## config.mk

```make
export PLATFORM = sky130hd
export DESIGN_NAME = vga_plane_serializer
export DESIGN_NICKNAME = d
export VERILOG_FILES = /design/src/rtl/vga_ser_pkg.sv /design/src/rtl/vga_ser_cfg.sv /design/src/rtl/vga_ser_seq.sv /design/src/rtl/vga_ser_mux.sv /design/src/rtl/vga_plane_serializer.sv
export SDC_FILE = /design/constraint.sdc
export NUM_CORES = 1
export LEC_CHECK = 0
export ABC_CLOCK_PERIOD_IN_PS = 4820
export BUFFER_PORTS_ARGS = -buffer_cell sky130_fd_sc_hd__buf_2
export CAP_MARGIN = 20
export CORE_ASPECT_RATIO = 1.1
export CORE_MARGIN = 8
export CORE_UTILIZATION = 50
export CTS_CLUSTER_SIZE = 25
export DETAILED_ROUTE_END_ITERATION = 16
export PLACE_DENSITY = 0.74
export SYNTH_ARGS = -nofsm -noshare
export SYNTH_HDL_FRONTEND = slang
export SYNTH_HIERARCHICAL = 1
export SYNTH_SLANG_ARGS = --single-unit
export TNS_END_PERCENT = 100
```

## constraint.sdc

```tcl
create_clock -name clk -period 4.82 [get_ports clk]
set_input_delay 0 -clock clk [delete_from_list [all_inputs] [get_ports clk]]
set_output_delay 0 -clock clk [all_outputs]
set_load 0.05 [all_outputs]
```

## src/rtl/vga_ser_pkg.sv

```systemverilog
package vga_ser_pkg;

  localparam int PLANES = 4;

  typedef enum logic [1:0] {
    FMT_PLANAR  = 2'b00,
    FMT_ODDEVEN = 2'b01,
    FMT_RSV_A   = 2'b10,
    FMT_RSV_B   = 2'b11
  } fmt_e;

  // Formats outside scope fall back to planar.
  function automatic fmt_e fmt_normalize(input fmt_e f);
    return (f == FMT_ODDEVEN) ? FMT_ODDEVEN : FMT_PLANAR;
  endfunction

endpackage

```

## src/rtl/vga_ser_cfg.sv

```systemverilog
module vga_ser_cfg
  import vga_ser_pkg::*;
#(
  parameter int DATA_W    = 8,
  parameter int IDX_W     = 8,
  parameter int MODE_IDX  = 5,
  parameter int FIELD_LSB = 5
) (
  input  logic              clk,
  input  logic              rst_n,
  input  logic              wr_en,
  input  logic              sel,
  input  logic [DATA_W-1:0] wdata,
  output logic [DATA_W-1:0] rdata,
  output fmt_e              fmt
);

  localparam logic [IDX_W-1:0] MODE_IDX_V = IDX_W'(MODE_IDX);

  logic [IDX_W-1:0]  idx_q;
  logic [DATA_W-1:0] mode_q;
  logic              hit;

  assign hit = (idx_q == MODE_IDX_V);

  always_ff @(posedge clk or negedge rst_n) begin
    if (!rst_n) begin
      idx_q  <= '0;
      mode_q <= '0;
    end else if (wr_en) begin
      if (!sel) begin
        idx_q <= wdata[IDX_W-1:0];
      end else if (hit) begin
        mode_q <= wdata;
      end
    end
  end

  always_comb begin
    if (sel) begin
      rdata = hit ? mode_q : '0;
    end else begin
      rdata = DATA_W'(idx_q);
    end
  end

  assign fmt = fmt_e'(mode_q[FIELD_LSB +: 2]);

  AST_DATA_STORED: assert property (@(posedge clk) disable iff (!rst_n)
    (wr_en && sel && hit) |=> (mode_q == $past(wdata)));
  AST_FOREIGN_IDX_IGNORED: assert property (@(posedge clk) disable iff (!rst_n)
    (wr_en && sel && !hit) |=> $stable(mode_q));

endmodule

```

## src/rtl/vga_ser_seq.sv

```systemverilog
module vga_ser_seq
  import vga_ser_pkg::*;
#(
  parameter int GROUP = 8
) (
  input  logic                     clk,
  input  logic                     rst_n,
  input  logic                     in_valid,
  output logic                     in_ready,
  output logic                     out_valid,
  input  logic                     out_ready,
  input  fmt_e                     fmt_in,
  output logic                     load,
  output logic [$clog2(GROUP)-1:0] cnt,
  output fmt_e                     fmt_q
);

  localparam int                CNT_W = $clog2(GROUP);
  localparam logic [CNT_W-1:0] LAST   = CNT_W'(GROUP - 1);

  logic valid_q;
  logic fire;
  logic last;

  assign last      = (cnt == LAST);
  assign fire      = valid_q && out_ready;
  assign in_ready  = !valid_q || (last && out_ready);
  assign load      = in_valid && in_ready;
  assign out_valid = valid_q;

  always_ff @(posedge clk or negedge rst_n) begin
    if (!rst_n) begin
      valid_q <= 1'b0;
      cnt     <= '0;
      fmt_q   <= FMT_PLANAR;
    end else if (load) begin
      valid_q <= 1'b1;
      cnt     <= '0;
      fmt_q   <= fmt_normalize(fmt_in);
    end else if (fire) begin
      if (last) begin
        valid_q <= 1'b0;
      end else begin
        cnt <= cnt + CNT_W'(1);
      end
    end
  end

  AST_NO_REQ_MIDGROUP: assert property (@(posedge clk) disable iff (!rst_n)
    (valid_q && !last) |-> !in_ready);
  AST_LOAD_STARTS_GROUP: assert property (@(posedge clk) disable iff (!rst_n)
    load |=> (valid_q && cnt == '0));
  AST_STALL_HOLDS: assert property (@(posedge clk) disable iff (!rst_n)
    (valid_q && !out_ready) |=> (valid_q && $stable(cnt)));
  AST_STEP_ONE: assert property (@(posedge clk) disable iff (!rst_n)
    (fire && !last) |=> (cnt == $past(cnt) + CNT_W'(1)));
  AST_FMT_FROZEN: assert property (@(posedge clk) disable iff (!rst_n)
    (valid_q && !load) |=> $stable(fmt_q));

endmodule

```

## src/rtl/vga_ser_mux.sv

```systemverilog
module vga_ser_mux
  import vga_ser_pkg::*;
#(
  parameter int BYTE_W = 8
) (
  input  logic                         clk,
  input  logic                         rst_n,
  input  logic                         load,
  input  logic [PLANES*BYTE_W-1:0]     planes_in,
  input  logic [$clog2(BYTE_W)-1:0]    cnt,
  input  fmt_e                         fmt,
  output logic [PLANES-1:0]            pix
);

  localparam int BIT_W = $clog2(BYTE_W);

  logic [BYTE_W-1:0] bytes_q [PLANES];
  logic [PLANES-1:0] planar_pix;
  logic [PLANES-1:0] oe_pix;
  logic [BIT_W-1:0]  pos_planar;
  logic [BIT_W-2:0]  pair;
  logic              half;
  logic [BIT_W-1:0]  pos_odd;
  logic [BIT_W-1:0]  pos_even;
  logic [BYTE_W-1:0] lo_byte;
  logic [BYTE_W-1:0] hi_byte;

  always_ff @(posedge clk or negedge rst_n) begin
    if (!rst_n) begin
      for (int p = 0; p < PLANES; p++) bytes_q[p] <= '0;
    end else if (load) begin
      for (int p = 0; p < PLANES; p++) bytes_q[p] <= planes_in[p*BYTE_W +: BYTE_W];
    end
  end

  // Most significant bit first: position = BYTE_W-1-cnt.
  assign pos_planar = ~cnt;

  for (genvar n = 0; n < PLANES; n++) begin : g_planar
    assign planar_pix[n] = bytes_q[n][pos_planar];

    AST_BYTE_CAPTURED: assert property (@(posedge clk) disable iff (!rst_n)
      load |=> (bytes_q[n] == $past(planes_in[n*BYTE_W +: BYTE_W])));
  end

  // Interleaved: pair index in the low bits, half select on the top bit.
  assign pair     = cnt[BIT_W-2:0];
  assign half     = cnt[BIT_W-1];
  assign pos_odd  = {~pair, 1'b1};
  assign pos_even = {~pair, 1'b0};
  assign lo_byte  = half ? bytes_q[1] : bytes_q[0];
  assign hi_byte  = half ? bytes_q[3] : bytes_q[2];

  always_comb begin
    oe_pix[0] = lo_byte[pos_even];
    oe_pix[1] = lo_byte[pos_odd];
    oe_pix[2] = hi_byte[pos_even];
    oe_pix[3] = hi_byte[pos_odd];
  end

  assign pix = (fmt == FMT_ODDEVEN) ? oe_pix : planar_pix;

endmodule

```

## src/rtl/vga_plane_serializer.sv

```systemverilog
module vga_plane_serializer
  import vga_ser_pkg::*;
#(
  parameter int BYTE_W    = 8,
  parameter int DATA_W    = 8,
  parameter int IDX_W     = 8,
  parameter int MODE_IDX  = 5,
  parameter int FIELD_LSB = 5
) (
  input  logic                     clk,
  input  logic                     rst_n,
  input  logic                     cfg_we,
  input  logic                     cfg_sel,
  input  logic [DATA_W-1:0]        cfg_wdata,
  output logic [DATA_W-1:0]        cfg_rdata,
  input  logic                     in_valid,
  output logic                     in_ready,
  input  logic [PLANES*BYTE_W-1:0] in_planes,
  output logic                     out_valid,
  input  logic                     out_ready,
  output logic [PLANES-1:0]        out_pix
);

  localparam int CNT_W = $clog2(BYTE_W);

  fmt_e             fmt_live;
  fmt_e             fmt_grp;
  logic             load;
  logic [CNT_W-1:0] cnt;

  vga_ser_cfg #(
    .DATA_W(DATA_W), .IDX_W(IDX_W), .MODE_IDX(MODE_IDX), .FIELD_LSB(FIELD_LSB)
  ) u_cfg (
    .clk(clk), .rst_n(rst_n), .wr_en(cfg_we), .sel(cfg_sel),
    .wdata(cfg_wdata), .rdata(cfg_rdata), .fmt(fmt_live)
  );

  vga_ser_seq #(.GROUP(BYTE_W)) u_seq (
    .clk(clk), .rst_n(rst_n), .in_valid(in_valid), .in_ready(in_ready),
    .out_valid(out_valid), .out_ready(out_ready), .fmt_in(fmt_live),
    .load(load), .cnt(cnt), .fmt_q(fmt_grp)
  );

  vga_ser_mux #(.BYTE_W(BYTE_W)) u_mux (
    .clk(clk), .rst_n(rst_n), .load(load), .planes_in(in_planes),
    .cnt(cnt), .fmt(fmt_grp), .pix(out_pix)
  );

  AST_PIX_HELD_ON_STALL: assert property (@(posedge clk) disable iff (!rst_n)
    (out_valid && !out_ready) |=> (out_valid && $stable(out_pix)));

endmodule

```

Word-level counts from Yosys, hierarchy flattened
Index checks and enable logic that the tools add are counted.
Cells by class
  $add $sub $neg: 1
  $lt $le $gt $ge: 3
  eq/ne operators: 5
  multiplexer cells: 28
  bitwise operators: 3
  reductions and logical operators: 11
Operators by type and width (number)
  $mux W8: 4
  $bmux W1 S3: 4
  $lt A3 B4 Y1 const B: 3
  $mux W1: 12
  $mux W3: 3
  $bmux W1 S2: 4
  $eq A8 B3 Y1 const B: 1
  $reduce_and A2 Y1: 3
  $eq A2 B1 Y1 const B: 2
  $mux W4: 1
  $reduce_bool A2 Y1: 2
  $add A3 B1 Y3 const B: 1
  $eq A3 B3 Y1 const B: 1
  $logic_and A1 B1 Y1: 3
  $not A3 Y3: 1
  $reduce_and A3 Y1: 1
  $ne A2 B2 Y1 const B: 1
  $not A2 Y2: 1
  $logic_not A1 Y1: 1
  $logic_or A1 B1 Y1: 1
  $not A1 Y1: 1
Storage, ports and cells
  register bits after elaboration: 54
  logic and storage cells: 60

Logic depth before layout (Yosys ltp)
Gate-level depths: netlist of run 1.
  word-level depth: 6
  mapped depth: 7
  depth with buffers taken out: 5

By module
The synthesis of run 1 kept the hierarchy.
By module, submodules not included
  vga_ser_mux: times used 1, cells an instance 130, area an instance 1846.8 µm², seq. area each 800.8 µm²
  vga_ser_cfg: times used 1, cells an instance 75, area an instance 754.5 µm², seq. area each 400.4 µm²
  vga_ser_seq: times used 1, cells an instance 26, area an instance 295.3 µm², seq. area each 125.1 µm²

Least setup slack after synthesis of run 1
No wires, ideal clock.
  kind: register to output
  from: reg u_seq.fmt_q[0]
  to: out out_pix[2]
  arrival: 2780 ps
  data required time: 4820 ps
  slack: 2040 ps
  cell stages (with the launch flop): 7
  buffers on the path: 2
  cell sequence: dfrtp_1 -> nand2b_1 -> buf_6 -> buf_12 -> xnor2_1 -> a221oi_1 -> o311ai_0
On the way
  word-level cells in the longest chain between the ends: 2
Ends and longest elaborated chain
  start: declaration: line vga_ser_seq.sv:15  | output fmt_e fmt_q
  start signal: assignment: line vga_ser_seq.sv:39  | fmt_q <= fmt_normalize(fmt_in);
  $eq A2 B1 Y1: line vga_ser_mux.sv:61  | assign pix = (fmt == FMT_ODDEVEN) ? oe_pix : planar_pix;
  $mux W4: line vga_ser_mux.sv:61
  end: declaration: line vga_plane_serializer.sv:21  | output logic [PLANES-1:0] out_pix
Every way passes these cells.

Final worst setup path of run 1
  from: reg u_seq.fmt_q[0]
  to: out out_pix[3]
The elaborated chain is that of the path after synthesis.

==> qor.yml, run 1 <==
synth:
  yosysMostFrequentCell: "dfrtp_1"
  synthArstFlopShare: 1.00
  netlist_area_um2: 2900
  synth_top_cell_by_area: "dfrtp_1"
  syn_inst: 231
  synth-main-ff-cell: "dfrtp_1"
  synth.top_cells.by_area: "dfrtp_1 46%, mux2_2 13%, mux4_2 6.2%, mux2_1 3.1%, and3b_2 2.8%"
  yosysTopAreaCellShare: 0.458
  ys_types: 42
  synth_top_cells_by_count: "53 x dfrtp_1, 34 x mux2_2, 20 x nand2_1, 11 x inv_1"
  avgSynthCellArea_um2: 12.5
  synth_edf_count: 0
  synth-warning-count: 6
  ys_ff_latch: 53
  seq_area_frac_synth: 0.458
  synthesis.nets: 279
drt:
  ant_nets: 0
  wl_mm: 6.46
  vias: 2156
  wl_per_cell_um: 16.1
  drt_pass1_iterations: 5
  drc_errors: 0
  viasPerCell: 5.39
  drtIter0Drc: 84
die:
  initial_core_util: 0.508
  rows: 29
  dieArea_um2: 8490
  io_pins: 60
  die_h_um: 95.8
  die_w_um: 88.6
  core_area_um2: 5700
cells_and_area:
  antenna_cells: 0
  syn2layout_area_growth_pct: 25.9
  fin_util: 0.640
  multi_input_area_um2: 1380
  fin_area_um2: 3650
  drive_gt1_frac: 0.384
  nFillCells: 442
  nets: 370
  ff_latch_area_um2: 1330
power:
  p_per_area_nw_per_um2: 509
  switching_share: 0.387
  p_leak_nw: 1.68
  p_seq_frac: 0.431
  switchingPower_mw: 0.718
  comb_power_share: 0.440
  cell_internal_pwr_mw: 1.14
  peakVddDrop_mv: 0.303
  clkPwrFrac: 0.128
hold_path:
  min_to: "u_seq/cnt[2]"
  hold_class: "in -> reg"
  hold_depth: 3
  hold_start: "out_ready"
worst_setup_path:
  reg2reg_depth: 5
  setup.worst_path.start: "u_seq/fmt_q[0]"
  worstPathRequired_ns: 4.82
  start_kind: "register"
  end_kind: "output port"
  r2r_start: "u_seq/cnt[0]"
  arrival_ns: 2.73
  critPathMaxFanout: 24
  timing.rr.end: "u_mux/bytes_q[2]"
  crit_type: "reg -> out"
  r2r_setup_slack_ns: 2.48
clock_tree:
  hold_buffers: 42
  h-tree-depth: 2
  cts_sinks: 53
  ctsResizeCount: 0
  ctsLongestPathBuffers: 2
  clk_pin_slew_ns: 0.09
  numCtsBuffers: 5
  post_cts_buffers: 0
  cts_root_buf: "clkbuf_8"
  clk_latency_ns: 0.30
  cts_tree: "built"
sta:
  final.period_utilization: 0.566
  max_slew_margin: 0.373
  hold_viol_final: 0
  final.min_clock_period_ns: 2.73
  max_freq_mhz: 366
  setup_viol: 0
  fin_worst_skew_ns: 0.00638
  drv_slew: 0
  tightest_slew_ns: 0.941
  setup-tns-final_ns: 0
  rsz0062_at_grt: "false"
place:
  place_area_um2: 3140
  port-buffer-count: 59
  dp_hpwl_mm: 4.32
  gp_congestion: 0.784
run:
  drv.max_cap_violation_count: 0
global_routing:
  grt_max_degree: 54
  overflow: 0
  grt_antenna_before_repair: 0
  grt_usage: 0.163
  grt_first_pass_wirelength_mm: 11.0
  grt_pass1_vias: 2328
outcome:
  status: "finished clean"
==> cell families (layout without fill, tap and decap cells) <==
group           count (synthesis)  count (layout)  synth area share
flops                          53              53             0.458
xor+xnor                        1               1           0.00302
simple gates                   49              49             0.106
compound gates                 39              39            0.0955
buf+inv                        29             121            0.0665
mux                            57              57             0.261
fa+ha+maj                       2               2           0.00864
other cells                     1               1           0.00129
==> worst max-delay path by stage <==
stage                                  end  slack [ns]  cells after the start
after floorplan                 out_pix[2]        2.04                      6
after global placement    u_mux/bytes_q[1]        2.52                      5
after detailed placement  u_mux/bytes_q[2]        2.48                      5
after CTS                       out_pix[3]        2.15                      5
after global routing            out_pix[3]        1.92                      5
final                           out_pix[3]        2.09                      5
==> metal layers <==
metal,track usage,up-vias,part of all wire
met5,0,-,0
met2,0.289,58,0.52
met3,0.0393,8,0.053
met1,0.194,1063,0.42
met4,0.0395,0,0.010
li1,-,1027,-
==> placed cells by master, fill, tap and decap left out, types with 11 or more instances in the layout <==
cell type	instances
nand2_1	20
buf_2	59
dlygate4sd3_1	42
dfrtp_1	53
inv_1	11
mux2_2	34
==> stage by stage <==
stage	setup WS (ns)	hold WS [ns]	std cells	power (mW)
6_report	2.09	0.158	400	1.86
5_1_grt	1.92	0.159	400	1.98
3_5_place_dp	2.48	0.158	350	1.60
3_3_place_gp	2.52	0.158	350	1.57
2_1_floorplan	2.04	-0.296	231	1.45
4_1_cts	2.15	0.140	400	1.87
==> worst max-delay path: stages, from the launching register on <==
cell	delay [ns]
dfrtp_1	0.48
nand2b_1	0.74
mux2i_1	0.17
mux4_2	0.50
a21oi_1	0.23
buf_2	0.31
==> power by group through the flow <==
stage	clock network (mW)	registers, mW	logic (mW)
2_1_floorplan	0	0.708	0.738
3_3_place_gp	0	0.799	0.771
3_5_place_dp	0	0.810	0.791
4_1_cts	0.255	0.800	0.819
5_1_grt	0.267	0.832	0.883
6_report	0.238	0.801	0.818
==> final cells by class <==
type	count	area share
clock buffers	6	0.0199
clock inverters	2	0.00274
inverters	11	0.0113
multi-input cells	149	0.378
flip-flops and latches	53	0.364
well taps	77	0.0264
repair buffers	102	0.198
==> sequential cells by signal, summed over array words and instances (netlist names) <==
name / flops
u_seq/cnt: 3
u_seq/out_valid: 1
u_seq/fmt_q: 1
u_cfg/mode_q: 8
u_mux/bytes_q: 32
u_cfg/idx_q: 8
(Power assumes the default switching activity.)
==> run 2, diff against run 1 <==
--- a/config.mk
+++ b/config.mk
@@ -5,7 +5,8 @@
 export SDC_FILE = /design/constraint.sdc
 export NUM_CORES = 1
 export LEC_CHECK = 0
-export ABC_CLOCK_PERIOD_IN_PS = 4820
+export ABC_AREA = 1
+export ABC_CLOCK_PERIOD_IN_PS = 2250
 export BUFFER_PORTS_ARGS = -buffer_cell sky130_fd_sc_hd__buf_2
 export CAP_MARGIN = 20
 export CORE_ASPECT_RATIO = 1.1
@@ -13,7 +14,7 @@
 export CORE_UTILIZATION = 50
 export CTS_CLUSTER_SIZE = 25
 export DETAILED_ROUTE_END_ITERATION = 16
-export PLACE_DENSITY = 0.74
+export PLACE_DENSITY = 0.76
 export SYNTH_ARGS = -nofsm -noshare
 export SYNTH_HDL_FRONTEND = slang
 export SYNTH_HIERARCHICAL = 1
==> constraint.sdc (replaced) <==
create_clock -name clk -period 2.25 [get_ports clk]
set_input_delay 0 -clock clk [delete_from_list [all_inputs] [get_ports clk]]
set_output_delay 0 -clock clk [all_outputs]
set_load 0.05 [all_outputs]
==> qor.yml, run 2 <==
worst_setup_path:
  arrival_ns: 1.82
  end_kind: "output port"
  critPathMaxFanout: 27
  critPathTopFamily: "buffers and inverters"
  worstPathRequired_ns: 2.25
  critPathMaxStageDelay_ns: 0.36
  crit_type: "reg -> out"
  start_kind: "register"
  cp_cell_sequence: "buf_4 > inv_6 > nand2_1 > nand3_1 > nand3_1 > nand3_1 > nand2_1 > buf_2"
  crit_buf_inv: 3
  cp_slowest_cell: "dfrtp_1"
  crit_top_cell: "nand3_1"
outcome:
  status: "finished clean"
cells_and_area:
  reg.largest.list: "u_mux/bytes_q (32), u_cfg/idx_q (8), u_cfg/mode_q (8)"
  syn2layout_area_growth_pct: 26.9
  ff_latch_area_um2: 1330
  largest_reg_flops: 32
  nets: 545
  layout_commonest_cell: "nand2_1"
  fin_area_um2: 3830
  drive_gt1_frac: 0.223
  final_cells: 574
  antenna_cells: 0
  multi_input_area_um2: 1350
  nFillCells: 524
  layout_common_cells: "138 x nand2_1, 69 x nand3_1, 59 x buf_2"
  fin_util: 0.659
  largest_register: "u_mux/bytes_q"
synth:
  synth_top_cells_by_count: "138 x nand2_1, 69 x nand3_1, 53 x dfrtp_1, 42 x inv_1, 32 x o21ai_0"
  synthesis.nets: 452
  yosysMostFrequentCell: "nand2_1"
  ys_ff_latch: 53
  netlist_area_um2: 3020
  synthMuxAreaShare: 0
  synth.top_cells.by_area: "dfrtp_1 44%, nand2_1 17%, nand3_1 11%, o21ai_0 5.3%, inv_1 5.2%"
  ys_types: 25
  synth_top_cell_by_area: "dfrtp_1"
  synthArstFlopShare: 1.00
  synth_compound_area_frac: 0.0854
  seq_area_frac_synth: 0.439
  synth-main-ff-cell: "dfrtp_1"
  synth-warning-count: 6
  yosysTopAreaCellShare: 0.439
  synthAdderAreaFrac: 0.00829
  synth_top_family_by_area: "simple AND/OR/NAND/NOR gates"
  synth-simple-area-share: 0.351
  avgSynthCellArea_um2: 7.47
  synth_edf_count: 0
  syn_inst: 404
  synthXorXnorAreaFrac: 0
global_routing:
  grt_first_pass_wirelength_mm: 13.0
  grt_antenna_before_repair: 0
  overflow: 0
  grt_max_degree: 65
  grt_pass1_vias: 3000
  grt_usage: 0.172
sta:
  max_freq_mhz: 548
  drv_slew: 0
  rsz0062_at_grt: "false"
  final.period_utilization: 0.810
  worst_slack_ns: 0.427
  fin_worst_skew_ns: 0.00377
  final.min_clock_period_ns: 1.82
  setup-tns-final_ns: 0
  holdWs_ns: 0.0580
  setup_viol: 0
  hold_viol_final: 0
power:
  p_leak_nw: 1.97
  report.power.total_mw: 4.00
  p_per_area_nw_per_um2: 1050
  peakVddDrop_mv: 0.898
clock_tree:
  numCtsBuffers: 5
  cts_sinks: 53
  ctsLongestPathBuffers: 2
  post_cts_buffers: 0
  clk_latency_ns: 0.30
  ctsResizeCount: 0
  h-tree-depth: 2
  clk_pin_slew_ns: 0.09
  cts_tree: "built"
  cts_root_buf: "clkbuf_8"
  hold_buffers: 43
run:
  drv.max_cap_violation_count: 0
place:
  place_area_um2: 3310
  dp.cells: 524
  dp_hpwl_mm: 5.06
  gp_congestion: 0.832
  port-buffer-count: 59
  dp_slack_ns: 0.646
drt:
  drc_errors: 0
  wl_mm: 7.26
  vias: 2840
  drtIter0Drc: 182
  viasPerCell: 4.95
  ant_nets: 0
  drt_pass1_iterations: 4
  wl_per_cell_um: 12.6
die:
  io_pins: 60
  rows: 29
  core_area_um2: 5810
  die_w_um: 90.1
  dieArea_um2: 8780
  initial_core_util: 0.520
  die_h_um: 97.5
hold_path:
  hold_class: "in -> reg"
## run 2: area by class of cell
class	instances	share of cell area
clock buffer	7	0.0225
sequential	53	0.346
tap	77	0.0252
inverter	50	0.0520
timing repair buffer	107	0.203
multi-input combinational	280	0.351
## run 2: layer usage
metal	vias to the layer above	routed length (um)	global-route usage
met5	-	0	0
met4	0	110	0.0513
met3	12	490	0.0448
met2	85	3640	0.307
met1	1297	3020	0.194
li1	1446	-	-
## run 2: tightest hold or removal path, cell delays in order
cell and delay [ns]:
buf_2 0.09, nand2_1 0.04, nand2_1 0.11, nand2_1 0.08
## run 2: where the power goes
part	internal [mW]	switching, mW
Clock	0.245	0.288
Combinational	0.638	1.39
Sequential	1.30	0.141
## run 2: logic make-up after synthesis
logic type / after synthesis
and+or+nand+nor: 233
other: 1
adders and majority gates: 2
AOI/OAI and AO/OA: 44
buffers and inverters: 71
DFF: 53
## run 2: path summary, 6_finish.rpt
| check | start | to | slack, ns | cells after the start |
|---|---|---|---|---|
| max | u_seq/cnt[0] | out_pix[2] | 0.43 | 8 |
| min | out_ready | u_seq/out_valid | 0.06 | 4 |
| max reg2reg | u_seq/cnt[2] | u_mux/bytes_q[19] | 0.62 | 8 |
| min reg2reg | u_cfg/mode_q[7] | u_cfg/mode_q[7] | 0.48 | 2 |
| max in group asynchronous | rst_n | u_cfg/mode_q[1] | 1.46 | 3 |
| min in group asynchronous | rst_n | u_mux/bytes_q[8] | 0.16 | 2 |
==> run 3, diff against run 2 <==
--- a/config.mk
+++ b/config.mk
@@ -6,7 +6,7 @@
 export NUM_CORES = 1
 export LEC_CHECK = 0
 export ABC_AREA = 1
-export ABC_CLOCK_PERIOD_IN_PS = 2250
+export ABC_CLOCK_PERIOD_IN_PS = 1700
 export BUFFER_PORTS_ARGS = -buffer_cell sky130_fd_sc_hd__buf_2
 export CAP_MARGIN = 20
 export CORE_ASPECT_RATIO = 1.1
@@ -14,7 +14,7 @@
 export CORE_UTILIZATION = 50
 export CTS_CLUSTER_SIZE = 25
 export DETAILED_ROUTE_END_ITERATION = 16
-export PLACE_DENSITY = 0.76
+export PLACE_DENSITY = 0.74
 export SYNTH_ARGS = -nofsm -noshare
 export SYNTH_HDL_FRONTEND = slang
 export SYNTH_HIERARCHICAL = 1
==> constraint.sdc (replaced) <==
create_clock -name clk -period 1.7 [get_ports clk]
set_input_delay 0 -clock clk [delete_from_list [all_inputs] [get_ports clk]]
set_output_delay 0 -clock clk [all_outputs]
set_load 0.05 [all_outputs]
==> qor.yml, run 3 (synthesis results as in run 2) <==
die:
  die_w_um: 90.1
  rows: 29
  die_h_um: 97.5
  core_area_um2: 5810
  io_pins: 60
  dieArea_um2: 8780
  initial_core_util: 0.520
sta:
  drv_slew: 0
  final.min_clock_period_ns: 1.69
  holdWs_ns: 0.0188
  setup-tns-final_ns: 0
  max_freq_mhz: 593
  max_slew_margin: 0.630
  tightest_slew_ns: 0.555
  final.period_utilization: 0.992
  worst_slack_ns: 0.0135
  fin_worst_skew_ns: 0.00771
  setup_viol: 0
  hold_viol_final: 0
drt:
  drt_pass1_iterations: 5
  wl_mm: 8.83
  vias: 3104
  drtIter0Drc: 283
  ant_nets: 0
  wl_per_cell_um: 15.0
  drc_errors: 0
  viasPerCell: 5.26
cells_and_area:
  largest_register: "u_mux/bytes_q"
  syn2layout_area_growth_pct: 39.1
  nets: 560
  antenna_cells: 0
  final_cells: 590
  reg.largest.list: "u_mux/bytes_q (32), u_cfg/idx_q (8), u_cfg/mode_q (8)"
  nFillCells: 471
  largest_reg_flops: 32
  drive_gt1_frac: 0.259
  layout_common_cells: "136 x nand2_1, 69 x nand3_1, 54 x buf_2"
  fin_util: 0.723
  layout_commonest_cell: "nand2_1"
global_routing:
  overflow: 0
  grt_max_degree: 65
  grt_pass1_vias: 2915
  grt_antenna_before_repair: 0
  grt_first_pass_wirelength_mm: 13.2
  grt_usage: 0.176
place:
  dp.cells: 524
  dp_slack_ns: 0.130
  port-buffer-count: 59
  gp_congestion: 0.825
  dp_hpwl_mm: 5.06
clock_tree:
  cts_tree: "built"
  numCtsBuffers: 5
  cts_root_buf: "clkbuf_8"
  clk_latency_ns: 0.31
  clk_pin_slew_ns: 0.09
  ctsLongestPathBuffers: 2
  cts_sinks: 53
  h-tree-depth: 2
power:
  peakVddDrop_mv: 0.888
  p_leak_nw: 2.11
  p_per_area_nw_per_um2: 1450
run:
  drv.max_cap_violation_count: 0
worst_setup_path:
  critPathMaxFanout: 13
  arrival_ns: 1.69
  crit_type: "reg -> out"
  worstPathRequired_ns: 1.70
  start_kind: "register"
  end_kind: "output port"
  r2r_setup_slack_ns: 0.05
outcome:
  status: "finished clean"
hold_path:
  hold_class: "in -> reg"
run 3: cell types whose count changed in the layout (fill, tap and decap cells not counted), moves of 3 or more:
cell / change
buf_12: +3
buf_2: -5
buf_6: +8
clkbuf_16: +4
clkinvlp_4: +3
nand2_4: +3
o21ai_0: -8
o21ai_1: +8
run 3: routing by layer:
layer  up-vias  global-route usage  routed length [um]
met2       134               0.306                4490
met3        17              0.0417                 671
li1       1481                   -                   -
met1      1472               0.208                3500
met5         -                   0                   0
met4         0              0.0564                 172
run 3: power breakdown:
group          switching (mW)  internal (mW)  total (mW)  leakage, nW
combinational            2.09           1.19        3.28         1.41
clock                   0.433          0.479       0.912       0.0574
sequential              0.184           1.72        1.91        0.645
total                    2.70           3.40        6.10         2.11
run 3: timing repair:
item	in CTS	in global routing
buffers inserted	0	6
pin swaps	0	5
resized for setup	6	31
hold buffers	45	0
hold endpoints to repair	71	0
gates cloned	0	7
setup endpoints to repair	4	14
run 3: final timing paths:
path | depth (start not counted) | end | start
setup / recovery | 8 | out_pix[3] | u_seq/cnt[0]
max in group asynchronous | 3 | u_cfg/idx_q[4] | rst_n
hold reg to reg | 2 | u_cfg/mode_q[4] | u_cfg/mode_q[4]
setup reg to reg | 9 | u_mux/bytes_q[1] | u_seq/cnt[0]
hold / removal | 4 | u_seq/out_valid | out_ready
min in group asynchronous | 2 | u_mux/bytes_q[3] | rst_n
run 3: area by class of cell:
cell class	count	area, um^2	area share
flip-flops and latches	53	1330	0.316
clock buffers	6	82.6	0.0197
repair buffers	122	1040	0.249
well taps	77	96.3	0.0230
clock inverters	2	37.5	0.00894
multi-input cells	280	1390	0.331
inverters	50	220	0.0525
run 3: stage by stage:
step | total power [mW] | cell area, um^2
2_1_floorplan | 4.02 | 3030
3_3_place_gp | 4.46 | 3330
3_5_place_dp | 4.54 | 3330
4_1_cts | 5.61 | 3920
5_1_grt | 6.53 | 4200
6_report | 6.10 | 4200
run 3: critical path: stages (launching register included):
cell	delay (ns)
dfrtp_2	0.46
buf_6	0.14
clkbuf_16	0.16
nand2_1	0.07
nand3_1	0.08
nand3_1	0.11
nand3_1	0.08
nand2_1	0.11
buf_6	0.17
